### config.mk
export PLATFORM = sky130hd
export DESIGN_NAME = sem_bank
export DESIGN_NICKNAME = d
export VERILOG_FILES = /design/src/rtl/sem_pkg.sv /design/src/rtl/sem_port_dec.sv /design/src/rtl/sem_cell.sv /design/src/rtl/sem_bank.sv
export SDC_FILE = /design/constraint.sdc
export NUM_CORES = 1
export LEC_CHECK = 0
export CORE_AREA = 2 2 59 116
export CTS_BUF_LIST = sky130_fd_sc_hd__clkbuf_8
export DETAILED_ROUTE_END_ITERATION = 16
export DIE_AREA = 0 0 61 118
export DONT_BUFFER_PORTS = 1
export HOLD_SLACK_MARGIN = 0.1
export SETUP_SLACK_MARGIN = 0.4
export SYNTH_ARGS = -nofsm -noshare
export SYNTH_HDL_FRONTEND = slang
export SYNTH_SLANG_ARGS = --single-unit
### constraint.sdc
create_clock -name clk -period 1.9 [get_ports clk]
set_input_delay 0.285 -clock clk [delete_from_list [all_inputs] [get_ports clk]]
set_output_delay 0.285 -clock clk [all_outputs]
set_load 0.02 [all_outputs]
### src/rtl/sem_pkg.sv
package sem_pkg;
    typedef enum logic [1:0] {
        OWN_NONE  = 2'd0,
        OWN_LEFT  = 2'd1,
        OWN_RIGHT = 2'd2
    } owner_e;

    typedef struct packed {
        owner_e owner;
        logic   pend_l;
        logic   pend_r;
    } cell_t;

    localparam cell_t CELL_RESET = '{owner: OWN_NONE, pend_l: 1'b0, pend_r: 1'b0};
endpackage

### src/rtl/sem_port_dec.sv
module sem_port_dec #(
    parameter int NUM_SEM = 8,
    localparam int IDX_W = $clog2(NUM_SEM)
) (
    input  logic               sel_n,
    input  logic               we,
    input  logic [IDX_W-1:0]   idx,
    input  logic               din,
    output logic [NUM_SEM-1:0] req,
    output logic [NUM_SEM-1:0] rel
);
    logic wr_ok;
    assign wr_ok = ~sel_n & we;

    for (genvar g = 0; g < NUM_SEM; g++) begin : g_dec
        assign req[g] = wr_ok & (idx == IDX_W'(g)) & ~din;
        assign rel[g] = wr_ok & (idx == IDX_W'(g)) &  din;
    end
endmodule

### src/rtl/sem_cell.sv
module sem_cell
    import sem_pkg::*;
(
    input  logic clk,
    input  logic rst_n,
    input  logic req_l,
    input  logic rel_l,
    input  logic req_r,
    input  logic rel_r,
    output logic own_l,
    output logic own_r
);
    cell_t st_d, st_q;

    always_comb begin
        st_d = st_q;
        unique case (st_q.owner)
            OWN_NONE: begin
                if (req_l) begin
                    st_d.owner  = OWN_LEFT;
                    st_d.pend_r = req_r;
                end else if (req_r) begin
                    st_d.owner  = OWN_RIGHT;
                end
                if (rel_l) st_d.pend_l = 1'b0;
                if (rel_r) st_d.pend_r = 1'b0;
            end
            OWN_LEFT: begin
                if (rel_l) begin
                    if ((st_q.pend_r || req_r) && !rel_r) begin
                        st_d.owner = OWN_RIGHT;
                    end else begin
                        st_d.owner = OWN_NONE;
                    end
                    st_d.pend_r = 1'b0;
                end else begin
                    if (req_r) st_d.pend_r = 1'b1;
                    if (rel_r) st_d.pend_r = 1'b0;
                end
                st_d.pend_l = 1'b0;
            end
            OWN_RIGHT: begin
                if (rel_r) begin
                    if ((st_q.pend_l || req_l) && !rel_l) begin
                        st_d.owner = OWN_LEFT;
                    end else begin
                        st_d.owner = OWN_NONE;
                    end
                    st_d.pend_l = 1'b0;
                end else begin
                    if (req_l) st_d.pend_l = 1'b1;
                    if (rel_l) st_d.pend_l = 1'b0;
                end
                st_d.pend_r = 1'b0;
            end
            default: st_d = CELL_RESET;
        endcase
    end

    always_ff @(posedge clk or negedge rst_n) begin
        if (!rst_n) st_q <= CELL_RESET;
        else        st_q <= st_d;
    end

    assign own_l = (st_q.owner == OWN_LEFT);
    assign own_r = (st_q.owner == OWN_RIGHT);
endmodule

### src/rtl/sem_bank.sv
module sem_bank #(
    parameter int NUM_SEM = 8,
    localparam int IDX_W = $clog2(NUM_SEM)
) (
    input  logic             clk,
    input  logic             rst_n,
    input  logic             l_sel_n,
    input  logic             l_we,
    input  logic [IDX_W-1:0] l_idx,
    input  logic             l_din,
    output logic             l_dout,
    input  logic             r_sel_n,
    input  logic             r_we,
    input  logic [IDX_W-1:0] r_idx,
    input  logic             r_din,
    output logic             r_dout
);
    logic [NUM_SEM-1:0] req_l, rel_l, req_r, rel_r;
    logic [NUM_SEM-1:0] own_l, own_r;

    sem_port_dec #(.NUM_SEM(NUM_SEM)) u_dec_l (
        .sel_n(l_sel_n), .we(l_we), .idx(l_idx), .din(l_din),
        .req(req_l), .rel(rel_l)
    );

    sem_port_dec #(.NUM_SEM(NUM_SEM)) u_dec_r (
        .sel_n(r_sel_n), .we(r_we), .idx(r_idx), .din(r_din),
        .req(req_r), .rel(rel_r)
    );

    for (genvar g = 0; g < NUM_SEM; g++) begin : g_cell
        sem_cell u_cell (
            .clk(clk), .rst_n(rst_n),
            .req_l(req_l[g]), .rel_l(rel_l[g]),
            .req_r(req_r[g]), .rel_r(rel_r[g]),
            .own_l(own_l[g]), .own_r(own_r[g])
        );
    end

    assign l_dout = l_sel_n | ~own_l[l_idx];
    assign r_dout = r_sel_n | ~own_r[r_idx];
endmodule

==> flow_metrics.tcl, run 1 <==
set metrics [dict create \
    max_flop_register "g_cell.u_cell.st_q" \
    die_height_um 118 \
    drtIter0Drc 102 \
    numClockSinks 32 \
    final_layout_size_suffix_gt1_share_pct 14.7 \
    postPlaceCellArea_um2 2540 \
    largest_reg_flops 32 \
    io_buffers 0 \
    synth_cell_types 61 \
    ant_nets 0 \
    synth-xor-area-share_pct 0 \
    tightest_slew_ns 0.518 \
    area_delta_synth_final_pct 13.1 \
    fin_tns_setup_ns -0.0667 \
    async_reset_ff_share_pct 100 \
    grt_pass1_wl_mm 12.0 \
    root_buffer "clkbuf_8" \
    synth-warning-count 0 \
    track_usage_pct 22.3 \
    setup_ws_ns -0.0599 \
    yosys.area.top_type "dfrtp_1" \
    netlist_area_um2 2450 \
    ios 16 \
    vias_per_cell 6.42 \
    start_util_pct 38.9 \
    antennaDiodeCount 0 \
    grt_pass1_vias 2437 \
    synth.avg_cell_area_um2 7.84 \
    violations "setup timing" \
    muxShareOfSynthArea_pct 0 \
    finalSetupViolations 2 \
    nNetsFinal 319 \
    grt_max_degree 33 \
    cts_inserted_buffers 5 \
    firstDrtPassIters 5 \
    synth_seq_cells 32 \
    clk_latency_ns 0.31 \
    synthTopCellsByCount "nor2_1, dfrtp_1, a21oi_1, clkbuf_1, nor3_1" \
    globalRouteOverflowTotal 0 \
    synth_top_area_share_pct 32.6 \
    relSlewSlack_pct 65.4 \
    synth_compound_area_share_pct 31.5 \
    worstPathRequired_ns 1.62 \
    reg2reg_from "g_cell[4].u_cell.st_q[2]" \
    placementRows 41 \
    min_period_ns 1.96 \
    syn-num-nets 327 \
    dp.final_hpwl_mm 5.39 \
    post_drt_wl_per_cell_um 19.5 \
    ys_seq_area_share_pct 32.6 \
    htree_levels 2 \
    crit_start "g_cell[4].u_cell.st_q[2]" \
    timing.fmax_mhz 510 \
    synthAdderAreaFrac_pct 0 \
    cts_buffer_depth 2 \
    top_regs "g_cell.u_cell.st_q x32" \
    worstSetupPathType "flip-flop to output port" \
    worst_setup_path_end_kind "output port" \
    peakVddDrop_v 0.000550 \
    hold_violations 0 \
    routed_wl_mm 7.63 \
    drc 0 \
    rsz0062_at_grt "yes" \
    ys.flop_type "dfrtp_1" \
    synth_top_family_by_area "compound AO/OA/AOI/OAI gates" \
    p_leak_uw 0.000998 \
    critPathArrivalTime_ns 1.67 \
    min_path_type "input port to flip-flop" \
    gp_congestion 0.848 \
    yosysMostFrequentCell "nor2_1" \
    die_x_um 61 \
    clkTransAtPathRegs_ns 0.07 \
    fin_skew_ns 0.00917 \
    hold_start "l_din" \
    min_period_over_period_pct 103 \
    drv_slew 0 \
    status "finished with violations" \
    core_area_um2 6310 \
    vias 2515 \
    yosys.area_share.simple_pct 28.6 \
    fin_area_um2 2780 \
    synth-edff-count 0 \
    start_kind "flip-flop" \
    synthCells 313 \
    cap_viol_max_count 0 \
    crit_fanout 2 \
    die_area_um2 7200 \
    grt_antenna_before_repair 0 \
    pwr_density_cell_nw_per_um2 876 \
    ys_top_cells_by_area "dfrtp_1, nor2_1, a21oi_1" \
    cts_tree "yes" \
    nFillCells 626 \
]
==> cell type report <==
cell class / instances / area [µm²] / share of cell area, %
inverters: 13 / 48.8 / 1.76
well taps: 86 / 108 / 3.87
multi-input cells: 236 / 1580 / 56.8
clock inverters: 2 / 10.0 / 0.360
repair buffers: 17 / 148 / 5.32
flip-flops and latches: 32 / 803 / 28.9
clock buffers: 6 / 82.6 / 2.97
==> metrics by stage <==
step	hold WS [ns]	util [%]	worst slack [ns]	power (µW)	std cells
global placement	-0.00907	40.3	0.155	1750	378
detailed placement	-0.00920	40.3	0.128	1760	378
finish	0.165	44.0	-0.0599	2430	392
CTS	0.154	42.6	-0.0533	2380	390
floorplan	-0.0106	-	0.222	1580	313
global route	0.170	44.0	-0.147	2570	392
==> worst max-delay path, stage by stage (launching register included) <==
cell and delay, ns:
dfrtp_1 0.40, nand2b_4 0.15, o211a_1 0.21, nor4_2 0.34
a41oi_2 0.08, buf_4 0.19
==> path summary, 6_finish.rpt <==
path	end	slack, ns	depth (start not counted)
max reg2reg	g_cell[4].u_cell.st_q[3]	0.52	6
min reg2reg	g_cell[5].u_cell.st_q[1]	0.58	1
min	g_cell[5].u_cell.st_q[3]	0.17	2
min in group asynchronous	g_cell[0].u_cell.st_q[1]	0.41	2
max in group asynchronous	g_cell[5].u_cell.st_q[2]	1.28	2
max	r_dout	-0.06	5
==> power by group <==
| group | total, µW | internal, µW | switching [µW] |
|---|---|---|---|
| Combinational | 789 | 365 | 423 |
| Sequential | 1060 | 857 | 208 |
| Clock | 581 | 289 | 292 |
| Total | 2430 | 1510 | 923 |
==> layout by cell type (no fill, tap or decap), types with 4 or more instances in the layout <==
master,instances
nand2b_1,7
nor3_1,18
nand3b_1,5
clkbuf_8,6
o22ai_1,4
a2111oi_0,5
nand3_1,4
o21ai_0,16
nor2_1,32
nor2b_1,9
nand2_1,16
o21a_1,4
inv_1,12
nor4_1,5
buf_4,13
o31ai_1,5
a31oi_1,6
dfrtp_1,30
a211oi_1,8
a21oi_1,22
==> layer usage <==
metal | global-route usage [%] | part of all wire [%]
met1 | 24.2 | 36
met4 | 15.5 | 5.3
met2 | 36.7 | 54
met3 | 4.40 | 4.4
met5 | 0 | 0
==> kinds of logic after synthesis <==
family / after synthesis
buffers and inverters: 45
AND/OR/NAND/NOR: 125
AO/OA/AOI/OAI: 111
flip-flops: 32
==> repair_timing <==
item	4_1_cts	5_1_grt
setup endpoints to repair	2	4
hold buffers	4	0
buffers inserted	0	2
endpoints found under the hold margin	34	0
gates resized for setup	1	15
pin swaps	1	1
(Power assumes the default switching activity.)
==> run 2, diff against run 1 <==
ABC_AREA = 1   (was unset)
CORE_AREA = 2 2 63 124   (was 2 2 59 116)
DIE_AREA = 0 0 65 126   (was 0 0 61 118)
==> run 2 against run 1 <==
Compared with the run above:
- the flow now finishes without violations
- first-iteration DRC count shrank 4.9%
- cell count grew 32%
- largest power group is now combinational logic
- critical endpoint is now l_dout
- count of clock-buffer cells in the layout is the same
==> flow_metrics.tcl, run 2 <==
set metrics [dict create \
    status "complete, no violations" \
    critPathArrivalTime_ns 1.38 \
    ys_seq_area_share_pct 32.6 \
    antennaDiodeCount 0 \
    track_usage_pct 18.5 \
    cts_tree "yes" \
    globalRouteOverflowTotal 0 \
    syn-num-nets 425 \
    synth_top_area_share_pct 32.6 \
    start_util_pct 34.1 \
    synth-warning-count 0 \
    hold_violations 0 \
    placementRows 44 \
    crit_fanout 3 \
    final_core_util_pct 38.6 \
    io_buffers 0 \
    dp_cells 500 \
    ys_top_cells_by_area "dfrtp_1, nand2_1, nor2_1" \
    finalSetupViolations 0 \
    numClockSinks 32 \
    peakVddDrop_v 0.000413 \
    drc 0 \
    root_buffer "clkbuf_8" \
    routed_wl_mm 6.82 \
    ios 16 \
    area_delta_synth_final_pct 13.3 \
    layout_commonest_cell "nand2_1" \
    clkPwrFrac_pct 19.1 \
    ys.flop_type "dfrtp_1" \
    min_period_ns 1.67 \
    grt_pass1_wl_mm 11.8 \
    synth_seq_cells 32 \
    htree_levels 2 \
    worstPathRequired_ns 1.62 \
    pwr_density_cell_nw_per_um2 1060 \
    combPwrFrac_pct 47.7 \
    fin_tns_setup_ns 0 \
    dp.final_hpwl_mm 5.31 \
    min_period_over_period_pct 87.8 \
    rsz0062_at_grt "yes" \
    die_x_um 65 \
    tightest_slew_ns 0.344 \
    netlist_area_um2 2460 \
    p_sw_uw 1310 \
    nNetsFinal 437 \
    gp_congestion 0.878 \
    synthCells 411 \
    relSlewSlack_pct 77.0 \
    clk_latency_ns 0.29 \
    grt_max_degree 33 \
    ant_nets 0 \
    intPower_uw 1640 \
    core_area_um2 7210 \
    synth-edff-count 0 \
    firstDrtPassIters 4 \
    post_drt_wl_per_cell_um 13.2 \
    swShare_pct 44.4 \
    max_flop_register "g_cell.u_cell.st_q" \
    async_reset_ff_share_pct 100 \
    most-common-layout-cells "nand2_1, inv_1, nor2_1, nand3_1, dfrtp_1" \
    seqPwrFrac_pct 33.2 \
    top_regs "g_cell.u_cell.st_q x32" \
    grt_pass1_vias 2622 \
    worstSetupPathType "flip-flop to output port" \
    clkTransAtPathRegs_ns 0.07 \
    synthTopCellsByCount "nand2_1, nor2_1, inv_1" \
    final_layout_size_suffix_gt1_share_pct 13.7 \
    yosysMostFrequentCell "nand2_1" \
    start_kind "flip-flop" \
    vias_per_cell 4.93 \
    yosys.area.top_type "dfrtp_1" \
    synth.avg_cell_area_um2 5.98 \
    worst_setup_path_end_kind "output port" \
    cts_buffer_depth 2 \
    min_path_type "input port to flip-flop" \
    timing.fmax_mhz 600 \
    fin_skew_ns 0.00305 \
    die_height_um 126 \
    largest_reg_flops 32 \
    die_area_um2 8190 \
    final_cells 516 \
    cap_viol_max_count 0 \
    grt_antenna_before_repair 0 \
    synth_cell_types 23 \
    drv_slew 0 \
    p_leak_uw 0.00147 \
    cts_inserted_buffers 5 \
    drtIter0Drc 97 \
    vias 2545 \
]
run 2: power groups by stage:
| stage | Clock [µW] | Combinational [µW] | Sequential (µW) |
|---|---|---|---|
| after global routing | 607 | 1610 | 999 |
| after CTS | 587 | 1300 | 973 |
| final | 563 | 1400 | 980 |
| after detailed placement | 0 | 1230 | 973 |
| after floorplan | 0 | 1000 | 936 |
| after global placement | 0 | 1210 | 966 |
run 2: area by class of cell:
| class | instances | area [µm²] |
|---|---|---|
| clock buffer | 6 | 82.6 |
| clock inverter | 2 | 10.0 |
| fill | 791 | 4430 |
| inverter | 65 | 244 |
| multi-input combinational | 310 | 1450 |
| sequential | 32 | 803 |
| tap | 92 | 115 |
| timing repair buffer | 9 | 82.6 |
run 2: path summary, 6_finish.rpt:
kind	startpoint	to	slack (ns)	depth (start not counted)
max	g_cell[5].u_cell.st_q[3]	l_dout	0.23	7
min	l_din	g_cell[7].u_cell.st_q[1]	0.18	3
max reg2reg	g_cell[4].u_cell.st_q[2]	g_cell[4].u_cell.st_q[3]	0.58	7
min reg2reg	g_cell[2].u_cell.st_q[1]	g_cell[2].u_cell.st_q[1]	0.52	2
max in group asynchronous	rst_n	g_cell[5].u_cell.st_q[2]	1.26	2
min in group asynchronous	rst_n	g_cell[2].u_cell.st_q[0]	0.44	2
run 2: kinds of logic (layout without fill, tap and decap cells):
| kind of cell | Yosys count | in the layout | share of synthesized area, % |
|---|---|---|---|
| buf+inv | 69 | 82 | 10.9 |
| simple gates | 265 | 265 | 46.2 |
| compound gates | 45 | 45 | 10.3 |
| flops | 32 | 32 | 32.6 |
run 2: metrics by stage:
stage | hold WS [ns] | setup slack (ns) | area [µm²] | power [µW]
2_1_floorplan | -0.0106 | 0.631 | 2460 | 1940
3_3_place_gp | -0.00969 | 0.478 | 2560 | 2170
3_5_place_dp | -0.00990 | 0.473 | 2560 | 2200
4_1_cts | 0.174 | 0.260 | 2730 | 2860
5_1_grt | 0.199 | 0.178 | 2790 | 3220
6_report | 0.184 | 0.232 | 2790 | 2950
run 2: metal layers:
layer	part of all wire [%]	track usage [%]	up-vias
li1	-	-	1302
met1	36	18.4	1186
met2	56	35.5	45
met3	4.9	4.02	12
met4	2.4	7.51	0
met5	0	0	-
run 2: timing repair:
item                                    4_1_cts  5_1_grt
hold endpoints to repair                     32        0
gates resized for setup                      13        9
pin swaps                                     0        6
hold buffers                                  2        0
endpoints found under the setup margin        2        2
cloned                                        0        0
buffers inserted                              2        4
run 2: critical path, stage by stage (launching register included):
cell and delay, ns:
dfrtp_1 0.40, buf_4 0.15, nor2_4 0.08, o22ai_1 0.08, nor2_1 0.14, nand2_1 0.06
nand2_1 0.08, nand2_2 0.10
